$ cat config.mk
export PLATFORM = sky130hd
export DESIGN_NAME = rgb_gray_sweeper
export DESIGN_NICKNAME = d
export VERILOG_FILES = /design/src/rtl/rgb_gray_sweeper.sv
export SDC_FILE = /design/constraint.sdc
export NUM_CORES = 1
export LEC_CHECK = 0
export ABC_AREA = 1
export BUFFER_PORTS_ARGS = -buffer_cell sky130_fd_sc_hd__buf_4
export CORE_MARGIN = 4
export CORE_UTILIZATION = 30
export DETAILED_ROUTE_END_ITERATION = 8
export GPL_TIMING_DRIVEN = 0
export HOLD_SLACK_MARGIN = 0.03
export PLACE_DENSITY = 0.63
export SLEW_MARGIN = 20
export SYNTH_ARGS = -nofsm -noshare
export SYNTH_HDL_FRONTEND = slang
export SYNTH_SLANG_ARGS = --single-unit
export TNS_END_PERCENT = 50
$ cat constraint.sdc
create_clock -name clk -period 2.5 [get_ports clk]
set_input_delay 0.5 -clock clk [delete_from_list [all_inputs] [get_ports clk]]
set_output_delay 0.5 -clock clk [all_outputs]
set_load 0.005 [all_outputs]
$ cat src/rtl/rgb_gray_sweeper.sv
module rgb_gray_sweeper #(
  parameter int IMG_W = 320,
  parameter int IMG_H = 240,
  localparam int PIX = IMG_W * IMG_H,
  localparam int AW  = $clog2(PIX)
) (
  input  logic          clk,
  input  logic          rst_n,
  input  logic          start_i,
  output logic          done_o,
  output logic [AW-1:0] mem_addr_o,
  output logic          mem_rd_o,
  output logic          mem_wr_o,
  output logic [23:0]   mem_wdata_o,
  input  logic [23:0]   mem_rdata_i
);

  localparam logic [AW-1:0] LAST = AW'(PIX - 1);

  typedef enum logic [2:0] {S_IDLE, S_READ, S_CALC, S_WRITE, S_DONE} state_t;

  state_t      state;
  logic [AW-1:0] addr;
  logic [7:0]  gray;
  logic [9:0]  sum;
  logic [9:0]  quot;

  assign sum  = {2'b0, mem_rdata_i[23:16]} + {2'b0, mem_rdata_i[15:8]} + {2'b0, mem_rdata_i[7:0]};
  assign quot = sum / 10'd3;

  always_ff @(posedge clk or negedge rst_n) begin
    if (!rst_n) begin
      state <= S_IDLE;
      addr  <= '0;
      gray  <= '0;
    end else begin
      case (state)
        S_IDLE:  if (start_i) begin
                   state <= S_READ;
                   addr  <= '0;
                 end
        S_READ:  state <= S_CALC;
        S_CALC:  begin
                   gray  <= quot[7:0];
                   state <= S_WRITE;
                 end
        S_WRITE: if (addr == LAST) state <= S_DONE;
                 else begin
                   addr  <= addr + 1'b1;
                   state <= S_READ;
                 end
        S_DONE:  state <= S_IDLE;
        default: state <= S_IDLE;
      endcase
    end
  end

  assign mem_addr_o  = addr;
  assign mem_rd_o    = (state == S_READ);
  assign mem_wr_o    = (state == S_WRITE);
  assign mem_wdata_o = {gray, gray, gray};
  assign done_o      = (state == S_DONE);

  AST_RD_WR_EXCL: assert property (@(posedge clk) disable iff (!rst_n)
    !(mem_rd_o && mem_wr_o));

  AST_ADDR_IN_FRAME: assert property (@(posedge clk) disable iff (!rst_n)
    (mem_rd_o || mem_wr_o) |-> (mem_addr_o <= LAST));

  AST_WRITE_TRAILS_READ: assert property (@(posedge clk) disable iff (!rst_n)
    mem_wr_o |-> ($past(mem_rd_o, 2) && $past(mem_addr_o, 2) == mem_addr_o));

  AST_READ_AFTER_WRITE: assert property (@(posedge clk) disable iff (!rst_n)
    (mem_rd_o && mem_addr_o != '0) |-> ($past(mem_wr_o) && $past(mem_addr_o) + 1'b1 == mem_addr_o));

  AST_DONE_AFTER_LAST: assert property (@(posedge clk) disable iff (!rst_n)
    done_o |-> ($past(mem_wr_o) && $past(mem_addr_o) == LAST));

  AST_DONE_ONE_CYCLE: assert property (@(posedge clk) disable iff (!rst_n)
    done_o |=> !done_o);

endmodule

== Word-level counts from Yosys, hierarchy flattened ==
Cells that the tools add are included.

* Flip-flop bits (word level): 28
* Bits in latches: 0
* RAM bits: 0
* Bits in read-only memories: 0
* Input port bits: 27
* Output and inout port bits: 44
* Logic and storage cells: 23
* Memories: 0

* Add/sub/neg operators: 3
* Multiply operators: 0
* Div/mod/pow operators: 1
* $lt $le $gt $ge: 0
* Eq/ne operators: 7
* Shifts and indexed selects: 0
* Multiplexer cells: 6
* Bitwise logic cells: 0
* Reductions and logical operators: 3

{| class="wikitable"
|+ Operator list
! cell !! count
|-
| $mux W17 || 2
|-
| $pmux W17 S2 || 1
|-
| $add A17 B1 Y17 const B || 1
|-
| $eq A17 B17 Y1 const B || 1
|-
| $pmux W3 S4 || 1
|-
| $add A9 B8 Y10 || 1
|-
| $div A10 B2 Y10 const B || 1
|-
| $add A8 B8 Y9 || 1
|-
| $eq A3 B2 Y1 const B || 2
|-
| $mux W3 || 2
|-
| $ne A2 B2 Y1 const B || 2
|-
| $eq A3 B1 Y1 const B || 1
|-
| $eq A3 B3 Y1 const B || 1
|-
| $logic_not A3 Y1 || 1
|-
| $reduce_and A3 Y1 || 1
|-
| $reduce_bool A2 Y1 || 1
|}

== Longest topological paths before layout ==
Gate-level depths: netlist of the first run.

* Depth in word-level cells: 3
* Mapped depth: 39
* Depth with buffers taken out: 39

== Worst setup path after synthesis of the first run ==
Ideal clock, no wire load.

* Kind: input -> register
* From: input mem_rdata_i[1]
* To: register gray[0]
* Setup time: 117 ps
* Arrival time: 4123 ps
* Required time: 2383 ps
* Path slack: -1740 ps
* Cell stages on the path: 36
* Buffers on the path: 0
* Path through: inv_1 fa_1 inv_1 ha_1 inv_1 fa_1 o21bai_2 nand2_1 nand2_1 nand2_1 nand2_2 nand3_2 nand2_1 nand2_1 nand3_2 nand2_1 nand2_2 nand3_2 nand2_1 nand2_1 nand3_2 nand3_1 nand3_2 nand3_1 and2_4 ha_1 inv_1 nand2_4 inv_4 nand2_4 nand2_2 nand2_1 nor2_1 nand2_1 nor2_1 nor2_1

* Longest elaborated chain between the ends: 2

{| class="wikitable"
|+ Ends and longest elaborated chain
! what !! RTL line !! source
|-
| start, declared || 15 || <nowiki>input logic [23:0] mem_rdata_i</nowiki>
|-
| $add A9 B8 Y10 || 28 || <nowiki>assign sum = {2'b0, mem_rdata_i[23:16]} + {2'b0, mem_rdata_i[15:8]} + {2'b0, mem_rdata_i[7:0]};</nowiki>
|-
| $div A10 B2 Y10 || 29 || <nowiki>assign quot = sum / 10'd3;</nowiki>
|-
| end signal, assigned || 44 || <nowiki>gray <= quot[7:0];</nowiki>
|-
| end, declared || 24 || <nowiki>logic [7:0] gray;</nowiki>
|}

Every way passes these cells.
A chain may end at the register's enable or synchronous reset.

== Worst setup path in the final report of the first run ==
* From: input mem_rdata_i[9]
* To: register gray[0]

* Longest elaborated chain between the ends: 3

{| class="wikitable"
|+ Ends and longest elaborated chain
! what !! RTL line
|-
| $add A8 B8 Y9 || 28
|-
| $add A9 B8 Y10 || 28
|-
| $div A10 B2 Y10 || 29
|}

Every way passes these cells.

==> impl_metrics.env, run 1 <==
export IMPL_startpoint_type="primary input"
export IMPL_clk_pin_slew_ns=0.10
export IMPL_cp_common_cell="nand2_2"
export IMPL_initial_core_util=0.306
export IMPL_crit_path_top_delay_cell="fa_1"
export IMPL_routed_via_density=4.55
export IMPL_synth_area_leaders="dfrtp_1 (28%), nand2_1 (12%), inv_1 (9.8%), fa_1 (7.2%), buf_4 (4.8%)"
export IMPL_yosysTopAreaCellShare=0.280
export IMPL_avgSynthCellArea_um2=7.12
export IMPL_setup_viol=6
export IMPL_drtAntennaViolNets=0
export IMPL_tns_ns=-6.99
export IMPL_critPathTopFamily="simple AND/OR/NAND/NOR gates"
export IMPL_routed_wl_um=6960
export IMPL_grt_pass1_vias=2684
export IMPL_r2r_start="mem_addr_o[0]$_DFFE_PN0P_"
export IMPL_syn_inst=351
export IMPL_vias=2643
export IMPL_drv_cap=0
export IMPL_synthesis_nets=396
export IMPL_whs_ns=0.124
export IMPL_grt_pass1_wl_um=11500
export IMPL_yosysSeqAreaShare=0.280
export IMPL_core_area_mm2=0.00818
export IMPL_syn2layout_area_growth_pct=57.7
export IMPL_finalWorstSetupSlack_ns=-1.73
export IMPL_drv_slew=0
export IMPL_grt_start_max_net_pins=29
export IMPL_power_w=0.00457
export IMPL_root_buffer="clkbuf_8"
export IMPL_outcome="finished, violations left"
export IMPL_place_gp_congestion=0.807
export IMPL_power_density_mw_per_mm2=1160
export IMPL_num_io_pins=71
export IMPL_p_leak_nw=2.00
export IMPL_hold_viol=0
export IMPL_gr_max_usage_layer="met2"
export IMPL_cp_end_kind="flop"
export IMPL_drt_initial_drc_count=94
export IMPL_rsz0062_at_grt="true"
export IMPL_clk_insertion_delay_late_ns=0.28
export IMPL_dr_pass1_iters=4
export IMPL_grtUsageMet2=0.265
export IMPL_grt_overflow=0
export IMPL_clock_sinks=28
export IMPL_place_area_mm2=0.00323
export IMPL_post_synth_num_cell_types=35
export IMPL_die_y_um=99.3
export IMPL_violations="setup timing"
export IMPL_antenna_found_initial=0
export IMPL_max_clock_path_buffers=2
export IMPL_io_buffers=70
export IMPL_cts_tree="built"
export IMPL_design_area_mm2=0.00394
export IMPL_critPathKind="primary input to flop"
export IMPL_yosysTopAreaCell="dfrtp_1"
export IMPL_numCtsBuffers=3
export IMPL_grt_use_total=0.139
export IMPL_ctsHtreeMaxLevel=1
export IMPL_drive_gt1_frac=0.504
export IMPL_hpwl_um=4820
export IMPL_diodes=0
export IMPL_slew_headroom=0.627
export IMPL_yosysWarnings=0
export IMPL_min_period_over_period=1.69
export IMPL_crit_buf_inv=8
export IMPL_dieArea_mm2=0.00986
export IMPL_clock_skew_ns=0.00370
export IMPL_final_util=0.482
export IMPL_synth_seq_cells=28
export IMPL_die_w_um=99.3
export IMPL_wl_per_cell_um=12.0
export IMPL_ys_async_sr_fraction=1.00
export IMPL_cpPeakStageDelay_ns=0.45
export IMPL_cp_arrival_ns=4.41
export IMPL_min_delay_path_class="primary input to asynchronous set/reset pin"
export IMPL_required_ns=2.68
export IMPL_rows=33
export IMPL_critPathMaxFanout=5
export IMPL_use_met3=0.0175
export IMPL_drc=0
export IMPL_synth_edf_count=0
export IMPL_ff2ff_setup_slack_ns=0.04
export IMPL_use_met1=0.157
export IMPL_reg2reg_depth=16
export IMPL_synth_area_mm2=0.00250
export IMPL_r2r_end="mem_addr_o[16]$_DFFE_PN0P_"
export IMPL_peakVddDrop_mv=0.373
export IMPL_synth_flop_cell="dfrtp_1"
export IMPL_min_period_ns=4.23
export IMPL_nNetsFinal=522
export IMPL_fmax_mhz=237
export IMPL_worstMarginPinSlew_ns=0.560
==> through the flow <==
stage	setup slack, ns	std cells
after floorplan	-1.59	351
after global placement	-1.97	526
after detailed placement	-2.04	526
after CTS	-1.63	582
after global routing	-2.00	581
final	-1.73	581
==> cell type report <==
cell class,instances,area (um^2)
Inverter,70,275
Sequential cell,28,701
Fill cell,766,4230
Timing Repair Buffer,121,923
Clock buffer,3,41.3
Multi-Input combinational cell,235,1710
Tap cell,105,131
Clock inverter,1,30.0
Buffer,18,129
==> kinds of logic after synthesis <==
group           after synthesis  synth area share
simple gates                166             0.317
buf+inv                      88             0.157
compound gates               48             0.118
flops                        28             0.280
fa+ha+maj                    18             0.117
xor+xnor                      3            0.0105
==> metal layers <==
metal | wire (um) | share of wire
met5 | 0 | 0
met4 | 123 | 0.018
met3 | 366 | 0.053
met2 | 3800 | 0.55
met1 | 2660 | 0.38
==> sequential cells by signal (all words and copies together), names as in the netlist <==
signal / count
gray: 8
mem_addr_o: 17
state: 3
==> power by group <==
group	switching, W	internal, W	total [W]
logic	0.00182	0.00172	0.00354
clock network	0.000147	0.000215	0.000361
registers	0.000107	0.000560	0.000667
total	0.00208	0.00249	0.00457
==> synth_stat cells, drive strengths merged (6+ instances only) <==
library cell	number
a21oi	17
a31oi	7
buf	16
dfrtp	28
fa	9
ha	9
inv	69
nand2	93
nand3	22
nand4	6
nor2	30
nor3	7
o21ai	19
==> repair_timing <==
| action | CTS | global route |
|---|---|---|
| hold buffers | 0 | 0 |
| pin swaps | 16 | 28 |
| cloned | 0 | 0 |
| buffers inserted | 52 | 16 |
| gates resized for setup | 24 | 43 |
| hold endpoints to repair | 0 | 0 |
| endpoints found under the setup margin | 10 | 20 |
==> cell usage in the layout, fill, tap and decap left out, types with 2 or more instances in the layout <==
cell type  count
nand4_1        6
nor4_2         2
inv_2         11
o21ai_2        7
inv_4          2
inv_1         55
fa_1           7
buf_4        133
ha_2           2
nand3_1        7
nand2_1       61
a21oi_1       13
nand3b_1       2
nor3_1         2
ha_4           4
o21ai_0        7
fa_2           2
nand2_4        9
nand3_2       12
nor2_1        26
nor2_2         3
xor2_2         2
nand3_4        3
buf_6          4
o21ai_1        5
ha_1           3
clkbuf_8       3
nand2_2       23
a31oi_1        5
nor3_2         4
a21oi_2        4
dfrtp_1       28
==> worst register-to-register path, cell delays in order, from the launching register on <==
cell	delay (ns)
dfrtp_1	0.41
ha_2	0.20
nand3_2	0.07
nor4_2	0.05
nand2_1	0.08
nand2_1	0.06
inv_2	0.07
nand2_4	0.07
buf_6	0.13
nor3_4	0.13
nand2_2	0.08
nor3_2	0.13
nand4_1	0.17
nor3_2	0.31
nand4_1	0.17
o21ai_1	0.16
a21oi_1	0.06
==> worst max-delay path by stage <==
| stage | endpoint | startpoint | slack, ns | cells after the start |
|---|---|---|---|---|
| 3_3_place_gp | gray[0]$_DFFE_PN0P_ | mem_rdata_i[1] | -1.97 | 37 |
| 4_1_cts | gray[0]$_DFFE_PN0P_ | mem_rdata_i[9] | -1.63 | 37 |
| 6_report | gray[0]$_DFFE_PN0P_ | mem_rdata_i[9] | -1.73 | 37 |
| 2_1_floorplan | gray[0]$_DFFE_PN0P_ | mem_rdata_i[1] | -1.59 | 36 |
| 5_1_grt | gray[0]$_DFFE_PN0P_ | mem_rdata_i[9] | -2.00 | 35 |
| 3_5_place_dp | gray[0]$_DFFE_PN0P_ | mem_rdata_i[1] | -2.04 | 39 |
(Power assumes the default switching activity.)
==> run 2, diff against run 1 <==
CTS_CLUSTER_SIZE = 8   (was default)
SETUP_SLACK_MARGIN = 0.15   (was default)
==> run 2 against run 1 <==
Via count fell by 0.79%. Wire length fell by 2.9%. Cell area is essentially flat. Clock power decreased by 22%. Sequential power hardly changed. Power up 1.2%. Core utilization barely moved. Sequential cell count unchanged. The run still ends with setup timing left.
==> impl_metrics.env, run 2 (synthesis gave the netlist of run 1 again) <==
export IMPL_grt_pass1_wl_um=10600
export IMPL_p_int_w=0.00251
export IMPL_rsz0062_at_grt="true"
export IMPL_finalWorstSetupSlack_ns=-1.78
export IMPL_startpoint_type="primary input"
export IMPL_final_util=0.482
export IMPL_reg_largest_list="mem_addr_o (17), gray (8), state (3)"
export IMPL_dieArea_mm2=0.00986
export IMPL_drive_gt1_frac=0.512
export IMPL_min_period_ns=4.28
export IMPL_core_area_mm2=0.00818
export IMPL_cpPeakStageDelay_ns=0.46
export IMPL_clock_skew_ns=0.00353
export IMPL_num_io_pins=71
export IMPL_clk_insertion_delay_late_ns=0.28
export IMPL_clkPwrFrac=0.061
export IMPL_slew_headroom=0.707
export IMPL_final_common_cell="buf_4"
export IMPL_setup_viol=7
export IMPL_p_leak_nw=1.98
export IMPL_clock_sinks=28
export IMPL_hold_viol=0
export IMPL_nNetsFinal=519
export IMPL_ctsHtreeMaxLevel=1
export IMPL_drtAntennaViolNets=0
export IMPL_min_delay_path_class="primary input to asynchronous set/reset pin"
export IMPL_diodes=0
export IMPL_root_buffer="clkbuf_8"
export IMPL_tns_ns=-5.96
export IMPL_rows=33
export IMPL_min_period_over_period=1.71
export IMPL_required_ns=2.68
export IMPL_cp_arrival_ns=4.46
export IMPL_die_w_um=99.3
export IMPL_cp_common_cell="nand2_2"
export IMPL_drt_initial_drc_count=48
export IMPL_critPathMaxFanout=5
export IMPL_antenna_found_initial=0
export IMPL_wl_per_cell_um=11.7
export IMPL_seqPwrFrac=0.144
export IMPL_power_density_mw_per_mm2=1170
export IMPL_cts_hold_buf=0
export IMPL_initial_core_util=0.306
export IMPL_crit_path_top_delay_cell="fa_1"
export IMPL_critPathKind="primary input to flop"
export IMPL_drc=0
export IMPL_grt_overflow=0
export IMPL_routed_wl_um=6760
export IMPL_grt_use_total=0.127
export IMPL_largest_reg_flops=17
export IMPL_place_gp_congestion=0.799
export IMPL_ff2ff_setup_slack_ns=0.10
export IMPL_routed_via_density=4.54
export IMPL_hpwl_um=4750
export IMPL_outcome="finished, violations left"
export IMPL_pwr_share_comb=0.795
export IMPL_nFillCells=802
export IMPL_violations="setup timing"
export IMPL_die_y_um=99.3
export IMPL_drv_slew=0
export IMPL_cts_tree="built"
export IMPL_grt_start_max_net_pins=29
export IMPL_whs_ns=0.124
export IMPL_p_sw_w=0.00211
export IMPL_clk_pin_slew_ns=0.09
export IMPL_max_clock_path_buffers=2
export IMPL_peakVddDrop_mv=0.408
export IMPL_top_register="mem_addr_o"
export IMPL_syn2layout_area_growth_pct=57.6
export IMPL_grt_pass1_vias=2499
export IMPL_cp_end_kind="flop"
export IMPL_fmax_mhz=233
export IMPL_numCtsBuffers=3
export IMPL_vias=2622
export IMPL_power_w=0.00462
export IMPL_io_buffers=70
export IMPL_mostFrequentLayoutCells="buf_4 (128), nand2_1 (56), inv_1 (55)"
export IMPL_swShare=0.456
export IMPL_dr_pass1_iters=4
export IMPL_drv_cap=0
export IMPL_worstMarginPinSlew_ns=0.440
[run 2: worst paths after layout]
path / start / depth (start not counted) / to
min in group clk: mem_addr_o[15]$_DFFE_PN0P_ / 1 / mem_addr_o[15]$_DFFE_PN0P_
max in group asynchronous: rst_n / 1 / mem_addr_o[8]$_DFFE_PN0P_
worst min register to register: mem_addr_o[15]$_DFFE_PN0P_ / 1 / mem_addr_o[15]$_DFFE_PN0P_
worst min-delay path: rst_n / 1 / mem_addr_o[9]$_DFFE_PN0P_
worst max-delay path: mem_rdata_i[9] / 37 / gray[0]$_DFFE_PN0P_
worst max register to register: mem_addr_o[4]$_DFFE_PN0P_ / 21 / mem_addr_o[15]$_DFFE_PN0P_
[run 2: per-layer routing]
layer | global-route usage | share of wire | wire length [um]
met3 | 0.0175 | 0.052 | 352
met5 | 0 | 0 | 0
met2 | 0.240 | 0.54 | 3640
met4 | 0.0326 | 0.014 | 94
met1 | 0.150 | 0.40 | 2670
[run 2: worst max-delay path, delay by kind of cell]
kind	cells	cell delay (ns)
AO/OA/AOI/OAI	4	0.62
adder cells (fa/ha/maj)	4	1.23
buffers and inverters	8	0.46
AND/OR/NAND/NOR	21	1.63
[run 2: per-stage QoR]
step                      instances  setup slack [ns]  instance area, um^2
after floorplan                 351             -1.59                 2570
after global placement          526             -1.97                 3230
after detailed placement        526             -2.03                 3230
after CTS                       554             -1.63                 3560
after global routing            578             -2.04                 3940
final                           578             -1.78                 3940
[run 2: what timing repair did]
action / CTS / global route
setup buffers: 24 / 24
pin swaps: 16 / 35
endpoints found under the setup margin: 12 / 21
resized for setup: 28 / 50
[run 2: cell type report]
| cell class | count | area [um^2] | share of cell area |
|---|---|---|---|
| inverter | 70 | 278 | 0.0705 |
| buffer | 18 | 129 | 0.0327 |
| sequential | 28 | 701 | 0.178 |
| tap | 105 | 131 | 0.0334 |
| multi-input combinational | 235 | 1740 | 0.441 |
| timing repair buffer | 118 | 908 | 0.231 |
| clock buffer | 4 | 55.1 | 0.0140 |
[run 2: power groups by stage]
stage | clock network, W | registers (W) | logic (W)
final | 0.000283 | 0.000666 | 0.00367
after CTS | 0.000291 | 0.000666 | 0.00287
after global routing | 0.000307 | 0.000681 | 0.00401
after global placement | 0 | 0.000676 | 0.00239
after floorplan | 0 | 0.000659 | 0.00180
after detailed placement | 0 | 0.000682 | 0.00246
